`config.mk`:
```
export PLATFORM = sky130hd
export DESIGN_NAME = dbg_instr_stuffer
export DESIGN_NICKNAME = d
export VERILOG_FILES = /design/src/rtl/dsi_pkg.sv /design/src/rtl/dsi_timer.sv /design/src/rtl/dsi_retry.sv /design/src/rtl/dbg_instr_stuffer.sv
export SDC_FILE = /design/constraint.sdc
export NUM_CORES = 1
export LEC_CHECK = 0
export BUFFER_PORTS_ARGS = -buffer_cell sky130_fd_sc_hd__clkbuf_2
export CAP_MARGIN = 0
export CELL_PAD_IN_SITES_DETAIL_PLACEMENT = 0
export CELL_PAD_IN_SITES_GLOBAL_PLACEMENT = 1
export CORE_MARGIN = 3
export CORE_UTILIZATION = 42
export DETAILED_ROUTE_END_ITERATION = 16
export PLACE_DENSITY_LB_ADDON = 0.1
export SETUP_SLACK_MARGIN = 0.2
export SYNTH_ARGS = -nofsm -noshare
export SYNTH_HDL_FRONTEND = slang
export SYNTH_SLANG_ARGS = --single-unit
```
`constraint.sdc`:
```
create_clock -name clk -period 5.35 [get_ports clk]
set_input_delay 0.8025 -clock clk [delete_from_list [all_inputs] [get_ports clk]]
set_output_delay 0.8025 -clock clk [all_outputs]
set_load 0.02 [all_outputs]
```
`src/rtl/dsi_pkg.sv`:
```
package dsi_pkg;
    localparam int unsigned OFF_ITR  = 32'h084;
    localparam int unsigned OFF_SCR  = 32'h088;
    localparam int unsigned OFF_RCR  = 32'h090;
    localparam int unsigned BIT_DONE = 24;
    localparam int unsigned BIT_ERR  = 6;
    localparam int unsigned BIT_MACC = 20;
    localparam int unsigned BIT_CLR  = 2;

    typedef enum logic [2:0] {
        ST_IDLE,
        ST_WR_OP,
        ST_RD_SCR,
        ST_WR_SCR,
        ST_WR_RCR,
        ST_DONE
    } dsi_state_e;
endpackage

```
`src/rtl/dsi_timer.sv`:
```
module dsi_timer #(
    parameter int TMO_W = 20
) (
    input  logic             clk,
    input  logic             rst_n,
    input  logic             clr_i,
    input  logic             en_i,
    input  logic [TMO_W-1:0] limit_i,
    output logic             expired_o
);
    localparam logic [TMO_W-1:0] CNT_MAX = '1;

    logic [TMO_W-1:0] cnt_d, cnt_q;

    always_comb begin
        cnt_d = cnt_q;
        if (clr_i)
            cnt_d = '0;
        else if (en_i && cnt_q != CNT_MAX)
            cnt_d = cnt_q + 1'b1;
    end

    always_ff @(posedge clk or negedge rst_n) begin
        if (!rst_n) cnt_q <= '0;
        else        cnt_q <= cnt_d;
    end

    assign expired_o = (cnt_q >= limit_i);

    // the deadline count only moves forward inside a command
    p_tmr_mono_r8: assert property (@(posedge clk) disable iff (!rst_n)
        (!clr_i && en_i) |=> (cnt_q >= $past(cnt_q)));
endmodule

```
`src/rtl/dsi_retry.sv`:
```
module dsi_retry #(
    parameter int MAX_RETRY = 16
) (
    input  logic clk,
    input  logic rst_n,
    input  logic clr_i,
    input  logic inc_i,
    output logic last_o
);
    localparam int CW = $clog2(MAX_RETRY + 1);
    localparam logic [CW-1:0] LAST = CW'(MAX_RETRY - 1);
    localparam logic [CW-1:0] TOP  = CW'(MAX_RETRY);

    logic [CW-1:0] cnt_d, cnt_q;

    always_comb begin
        cnt_d = cnt_q;
        if (clr_i)
            cnt_d = '0;
        else if (inc_i && cnt_q != TOP)
            cnt_d = cnt_q + 1'b1;
    end

    always_ff @(posedge clk or negedge rst_n) begin
        if (!rst_n) cnt_q <= '0;
        else        cnt_q <= cnt_d;
    end

    assign last_o = (cnt_q == LAST);

    // the failed-attempt count never passes the bound
    p_retry_bound_r7: assert property (@(posedge clk) disable iff (!rst_n)
        cnt_q <= TOP);
endmodule

```
`src/rtl/dbg_instr_stuffer.sv`:
```
module dbg_instr_stuffer
    import dsi_pkg::*;
#(
    parameter int ADDR_W    = 12,
    parameter int TMO_W     = 20,
    parameter int STAT_W    = 3,
    parameter int MAX_RETRY = 16
) (
    input  logic              clk,
    input  logic              rst_n,
    input  logic              start_i,
    input  logic [31:0]       opcode_i,
    input  logic [TMO_W-1:0]  timeout_i,
    input  logic [STAT_W-1:0] status_in_i,
    output logic              done_o,
    output logic [STAT_W-1:0] status_o,
    output logic              bus_req_o,
    output logic              bus_we_o,
    output logic [ADDR_W-1:0] bus_addr_o,
    output logic [31:0]       bus_wdata_o,
    input  logic              bus_ack_i,
    input  logic [31:0]       bus_rdata_i
);
    localparam logic [STAT_W-1:0] STAT_ERR = '1;
    localparam logic [STAT_W-1:0] STAT_TMO = STAT_ERR - 1'b1;
    localparam logic [ADDR_W-1:0] A_ITR    = ADDR_W'(OFF_ITR);
    localparam logic [ADDR_W-1:0] A_SCR    = ADDR_W'(OFF_SCR);
    localparam logic [ADDR_W-1:0] A_RCR    = ADDR_W'(OFF_RCR);
    localparam logic [31:0]       MACC_M   = 32'd1 << BIT_MACC;
    localparam logic [31:0]       CLR_W    = 32'd1 << BIT_CLR;

    typedef struct packed {
        dsi_state_e        state;
        logic [31:0]       opcode;
        logic [STAT_W-1:0] stat;
        logic [TMO_W-1:0]  limit;
        logic [31:0]       scr;
    } regs_t;

    regs_t d, q;
    logic  tmr_clr, tmr_expired, rty_clr, rty_inc, rty_last;

    dsi_timer #(.TMO_W(TMO_W)) u_timer (
        .clk       (clk),
        .rst_n     (rst_n),
        .clr_i     (tmr_clr),
        .en_i      (q.state != ST_IDLE),
        .limit_i   (q.limit),
        .expired_o (tmr_expired)
    );

    dsi_retry #(.MAX_RETRY(MAX_RETRY)) u_retry (
        .clk    (clk),
        .rst_n  (rst_n),
        .clr_i  (rty_clr),
        .inc_i  (rty_inc),
        .last_o (rty_last)
    );

    always_comb begin
        d           = q;
        tmr_clr     = 1'b0;
        rty_clr     = 1'b0;
        rty_inc     = 1'b0;
        bus_req_o   = 1'b0;
        bus_we_o    = 1'b0;
        bus_addr_o  = A_SCR;
        bus_wdata_o = '0;
        unique case (q.state)
            ST_IDLE: begin
                if (start_i) begin
                    d.opcode = opcode_i;
                    d.stat   = status_in_i;
                    d.limit  = timeout_i;
                    tmr_clr  = 1'b1;
                    rty_clr  = 1'b1;
                    d.state  = status_in_i[STAT_W-1] ? ST_DONE : ST_WR_OP;
                end
            end
            ST_WR_OP: begin
                bus_req_o   = 1'b1;
                bus_we_o    = 1'b1;
                bus_addr_o  = A_ITR;
                bus_wdata_o = q.opcode;
                if (bus_ack_i) d.state = ST_RD_SCR;
            end
            ST_RD_SCR: begin
                bus_req_o  = 1'b1;
                bus_addr_o = A_SCR;
                if (bus_ack_i) begin
                    if (bus_rdata_i[BIT_DONE]) begin
                        d.state = ST_DONE;
                    end else if (tmr_expired) begin
                        d.stat  = STAT_TMO;
                        d.state = ST_DONE;
                    end else if (bus_rdata_i[BIT_ERR]) begin
                        d.scr   = bus_rdata_i;
                        d.state = bus_rdata_i[BIT_MACC] ? ST_WR_SCR : ST_WR_RCR;
                    end
                end
            end
            ST_WR_SCR: begin
                bus_req_o   = 1'b1;
                bus_we_o    = 1'b1;
                bus_addr_o  = A_SCR;
                bus_wdata_o = q.scr & ~MACC_M;
                if (bus_ack_i) d.state = ST_WR_RCR;
            end
            ST_WR_RCR: begin
                bus_req_o   = 1'b1;
                bus_we_o    = 1'b1;
                bus_addr_o  = A_RCR;
                bus_wdata_o = CLR_W;
                if (bus_ack_i) begin
                    rty_inc = 1'b1;
                    if (rty_last) begin
                        d.stat  = STAT_ERR;
                        d.state = ST_DONE;
                    end else begin
                        d.state = ST_WR_OP;
                    end
                end
            end
            ST_DONE: d.state = ST_IDLE;
            default: d.state = ST_IDLE;
        endcase
    end

    always_ff @(posedge clk or negedge rst_n) begin
        if (!rst_n) begin
            q.state  <= ST_IDLE;
            q.opcode <= '0;
            q.stat   <= '0;
            q.limit  <= '0;
            q.scr    <= '0;
        end else begin
            q <= d;
        end
    end

    assign done_o   = (q.state == ST_DONE);
    assign status_o = q.stat;

    // an incoming error code is returned on the next cycle
    p_pass_r2: assert property (@(posedge clk) disable iff (!rst_n)
        (q.state == ST_IDLE && start_i && status_in_i[STAT_W-1])
        |=> (done_o && status_o == $past(status_in_i)));
    // completion never overlaps a bus request
    p_done_quiet_r1: assert property (@(posedge clk) disable iff (!rst_n)
        done_o |-> !bus_req_o);
    // a status write-back never carries memory-access mode
    p_ma_clear_r5: assert property (@(posedge clk) disable iff (!rst_n)
        (bus_req_o && bus_we_o && bus_addr_o == A_SCR) |-> !bus_wdata_o[BIT_MACC]);
    // the reserve-control write is only the clear-error bit
    p_rcr_data_r6: assert property (@(posedge clk) disable iff (!rst_n)
        (bus_req_o && bus_we_o && bus_addr_o == A_RCR) |-> bus_wdata_o == CLR_W);
    // a pending request is held stable
    p_req_hold_r9: assert property (@(posedge clk) disable iff (!rst_n)
        (bus_req_o && !bus_ack_i) |=> (bus_req_o && $stable(bus_addr_o)
            && $stable(bus_we_o) && $stable(bus_wdata_o)));
    // completion lasts one cycle
    p_done_pulse_r10: assert property (@(posedge clk) disable iff (!rst_n)
        done_o |=> !done_o);
endmodule

```
== Word-level counts from Yosys, hierarchy flattened ==
Index checks and enable logic that the tools add are counted.
W data, S select, Z words.

* Output and inout port bits: 50
* Bits in registers: 114
* Input bits: 91
* Word-level logic and storage cells: 72

* Reduce and logical (&&, ||, !) cells: 13
* Magnitude comparators: 1
* Multiplexer cells: 30
* Equality and inequality tests: 17
* $add $sub $neg: 2
* Bitwise gates (word level): 2

{| class="wikitable"
|+ Operators with widths
! kind !! count
|-
| $pmux W32 S3 || 1
|-
| $mux W58 || 1
|-
| $mux W3 || 15
|-
| $mux W20 || 2
|-
| $add A20 B1 Y20 const B || 1
|-
| $ge A20 B20 Y1 || 1
|-
| $ne A20 B20 Y1 const B || 1
|-
| $ne A2 B2 Y1 const B || 8
|-
| $pmux W3 S5 || 1
|-
| $mux W5 || 2
|-
| $pmux W5 S2 || 1
|-
| $pmux W3 S3 || 1
|-
| $reduce_and A7 Y1 || 1
|-
| $eq A3 B2 Y1 const B || 2
|-
| $eq A3 B3 Y1 const B || 2
|-
| $mux W1 || 6
|-
| $reduce_and A6 Y1 || 1
|-
| $reduce_bool A3 Y1 || 2
|-
| $add A5 B1 Y5 const B || 1
|-
| $eq A5 B4 Y1 const B || 1
|-
| $ne A5 B5 Y1 const B || 1
|-
| $reduce_and A5 Y1 || 1
|-
| $ne A4 B4 Y1 const B || 1
|-
| $reduce_bool A2 Y1 || 2
|-
| 7 further kinds || 9
|}

== Logic depth before layout (Yosys ltp) ==
* Word-level depth: 6
* Gate-level depth with buffers: 9
* Mapped depth without buffers: 8

== Modules after synthesis ==
A second synthesis with hierarchy kept.

* Cells, all modules: 527
* Area total of the unflattened synthesis: 6418.7 um^2

{| class="wikitable"
|+ Modules (own cells, without submodules)
! module !! cells each !! sequential area each (um^2) !! instances !! area each (um^2)
|-
| dbg_instr_stuffer || 294 || 2202.1 || 1 || 4367.9
|-
| dsi_timer || 204 || 500.5 || 1 || 1750.4
|-
| dsi_retry || 29 || 125.1 || 1 || 300.3
|}

== Worst setup path after synthesis ==
No wires, ideal clock.

* Path kind: reg-to-output
* Start: register q[87] (netlist name)
* End: output port bus_wdata_o[11]
* Path slack: 2.825 ns
* Required time: 4.548 ns
* Data arrival time: 1.722 ns
* Path buffers: 2
* Stages on the path, launching flop included: 6
* Path through: dfrtp_1 -> clkbuf_1 -> nand2b_1 -> nor2_1 -> clkbuf_1 -> a22o_1

* Longest elaborated chain between the ends: 2
* Elaborated cells on any way between the ends: 4
* Those cells by class: eq/ne (3); mux (1)

{| class="wikitable"
|+ RTL lines
! item !! RTL line !! RTL
|-
| from (decl) || dbg_instr_stuffer.sv:40 || <nowiki>regs_t d, q;</nowiki>
|-
| $eq A3 B3 Y1, or another cell as far along || dbg_instr_stuffer.sv:69 || <nowiki>unique case (q.state)</nowiki>
|-
| $pmux W32 S3 * || dbg_instr_stuffer.sv:69 ||
|-
| to (decl) || dbg_instr_stuffer.sv:20 || <nowiki>output logic [31:0] bus_wdata_o,</nowiki>
|}

Mark *: on every way between the ends. The rest lies on a longest branch, timed or not.

== Final worst setup path ==
* Start: register q[87] (netlist name)
* End: output port bus_wdata_o[6]

Same word-level chain as after synthesis.

==> qor.csv <==
metric,value,unit
number of top-level pins,141,
critical path type,reg2out,
std cell rows,42,
ANT cells,0,
total power draw,4.02,mW
residual DRC count,0,
synthesis-stage register bit count,113,
Pwr per Cell Area,565,mW/mm²
die width,123,µm
IO buf count,131,
"Arr. time, crit path",2.71,ns
final wirelength,13700,µm
Setup TNS,0,ns
VDD IR-drop max,0.000262,V
pin count of the biggest net entering global routing,70,
synthesized area per cell,9.81,µm²
clk sinks,113,
HPWL Detailed,9440,µm
core area,0.0133,mm²
postcts setup bufs,0,
worst endpoint required time,4.55,ns
Area contributors post-synth,"dfrtp_1, nand2_1, mux2_4",
initial antenna violation count,0,
Initial Util,43.4,%
"Hold Violations, Final",0,
routed via count,4498,
max-slew violations,0,
Worst-path clk slew,0.05,ns
GP Congestion,0.817,
H-tree levels,4,
Placed Area,0.00651,mm²
TritonRoute pass-1 iters,4,
slew margin rel.,13.0,%
first-pass GRT wire length,22100,µm
Post-CTS Hold Buffers,0,
Syn Std Cell Area,0.00579,mm²
status,completed,
RSZ-0062 raised after global routing,no,
Root Buffer,clkbuf_16,
pre-CTS setup slack,2.29,ns
layout cells sized above 1,27.8,%
sequential fraction of the synthesis area,48.8,%
fin util,53.3,%
Via-to-Cell Ratio,5.00,
CTS resizes,0,
Startpoint Class,flip-flop,
DR iter-0 viols,322,
Cell variety after synth,48,
share of the synthesized area in the top cell type,48.8,%
Static Leak,3.69,nW
worst-margin pin slew,1.31,ns
"Primary FF master, synth",dfrtp_1,
Hold Path Class,reg2reg,
Ys Warns,0,
Wirelength per Cell,15.2,µm
Period minus WS final,3.51,ns
total CTS buffers,17,
Post-Syn Instances,590,
GRT Total Usage,18.7,%
"Worst Setup Slack, final",1.84,ns
Skew-Pair Late Insertion Delay,0.41,ns
crit share post-route,65.7,%
CP max FO,31,
Nets,826,
Max Cap Viol,0,
finished layout cell area,0.00711,mm²
Longest Clk Path Bufs,2,
Routed Antenna Nets,0,
async set-reset flop share out of synthesis,100,%
die height,123,µm
Clock Skews,0.0154,ns
CTS tree,built,
largest area contributor in the netlist,dfrtp_1,
Post-synth EDFFs,0,
Setup Viol. Count Final,0,
vias in the first global route,4428,
area grow syn2layout,22.8,%
global route overflow,0,
die area,0.0152,mm²
Fmax,285,MHz
type of destination of the critical path,output pin,
final-layout fill cell count,1219,
## logic make-up (layout without fill, tap and decap cells)
logic type               count (synthesis)  count (layout)  synth area share [%]
flip-flops                             113             113                  48.8
AO/OA/AOI/OAI                          108             108                  12.4
XOR/XNOR                                12              12                  1.82
AND/OR/NAND/NOR                        228             228                  17.6
buffers and inverters                   70             196                  5.79
other                                    2               9                 0.130
multiplexers                            33              33                  8.23
adder cells (fa/ha/maj)                 24              24                  5.19
## through the flow
step                      hold WS, ns  instances
after floorplan                 0.437        597
after global placement          0.451        868
after detailed placement        0.454        868
after CTS                       0.467        899
after global routing            0.498        899
final                           0.467        899
## cell usage in the layout (no fill, tap or decap), drive strengths merged, types with 3 or more instances in the layout
| cell type | instances |
|---|---|
| o21ai | 34 |
| a211oi | 3 |
| o211ai | 3 |
| nand2 | 144 |
| and2 | 5 |
| nand4 | 7 |
| inv | 29 |
| nand3 | 13 |
| conb | 9 |
| nor2 | 27 |
| ha | 24 |
| and3 | 6 |
| buf | 6 |
| a21oi | 22 |
| or3 | 4 |
| xnor2 | 5 |
| nand2b | 5 |
| a21o | 3 |
| clkbuf | 156 |
| a22o | 29 |
| dfrtp | 113 |
| bufinv | 3 |
| mux2i | 3 |
| a31oi | 3 |
| xor2 | 7 |
| mux2 | 30 |
| nor3 | 5 |
| nor2b | 4 |
## state kept, by name (all words and copies together) (netlist names)
signal,count
q,85
status_o,3
u_retry.cnt_q,5
u_timer.cnt_q,20
## layout make-up
class / instances / area (µm²) / share of cell area (%)
multi-input cells: 414 / 2660 / 37.4
inverters: 29 / 109 / 1.53
clock inverters: 5 / 100 / 1.41
repair buffers: 136 / 696 / 9.79
well taps: 176 / 220 / 3.10
flip-flops and latches: 113 / 2830 / 39.8
clock buffers: 26 / 499 / 7.02
## path summary, 6_finish.rpt
path,startpoint,end,slack [ns],cells past startpoint
worst min-delay path,q[79],q[79],0.47,2
worst max register to register,u_timer.cnt_q[2],q[26],2.56,8
worst min register to register,q[79],q[79],0.47,2
max in group asynchronous,rst_n,q[87],3.72,2
min in group asynchronous,rst_n,q[46],0.51,1
worst max-delay path,q[87],bus_wdata_o[6],1.84,4
## critical path, stage by stage, from the launching register on
cell and delay, ns:
dfrtp_1 0.60, nor2b_1 0.22, and2_1 1.02, a22o_1 0.30, clkbuf_2 0.17
## power by group
part | switching, mW | internal (mW) | total, mW
clock | 0.364 | 0.777 | 1.14
sequential | 0.233 | 1.20 | 1.43
combinational | 0.845 | 0.598 | 1.44
## per-layer routing
metal	routed length, µm	share of wire (%)	global-route usage [%]	vias to the layer above
met2	6260	46	27.7	125
li1	-	-	-	2225
met3	745	5.4	5.17	19
met5	0	0	0	-
met1	6490	47	26.3	2129
met4	186	1.4	6.78	0
## synth_stat cells (3+ instances only)
cell type	n
nand2_1	144
dfrtp_1	113
o21ai_0	34
a22o_1	29
inv_1	29
mux2_4	29
nor2_1	27
ha_1	24
a21oi_1	22
clkbuf_1	21
nand3_1	13
buf_4	12
nand4_1	7
xor2_1	7
and3_1	6
and2_1	5
nand2b_1	5
nor3_1	5
xnor2_1	5
buf_2	4
nor2b_1	4
or3_1	4
a211oi_1	3
a31oi_1	3
buf_6	3
mux2i_1	3
(Power assumes the default switching activity.)
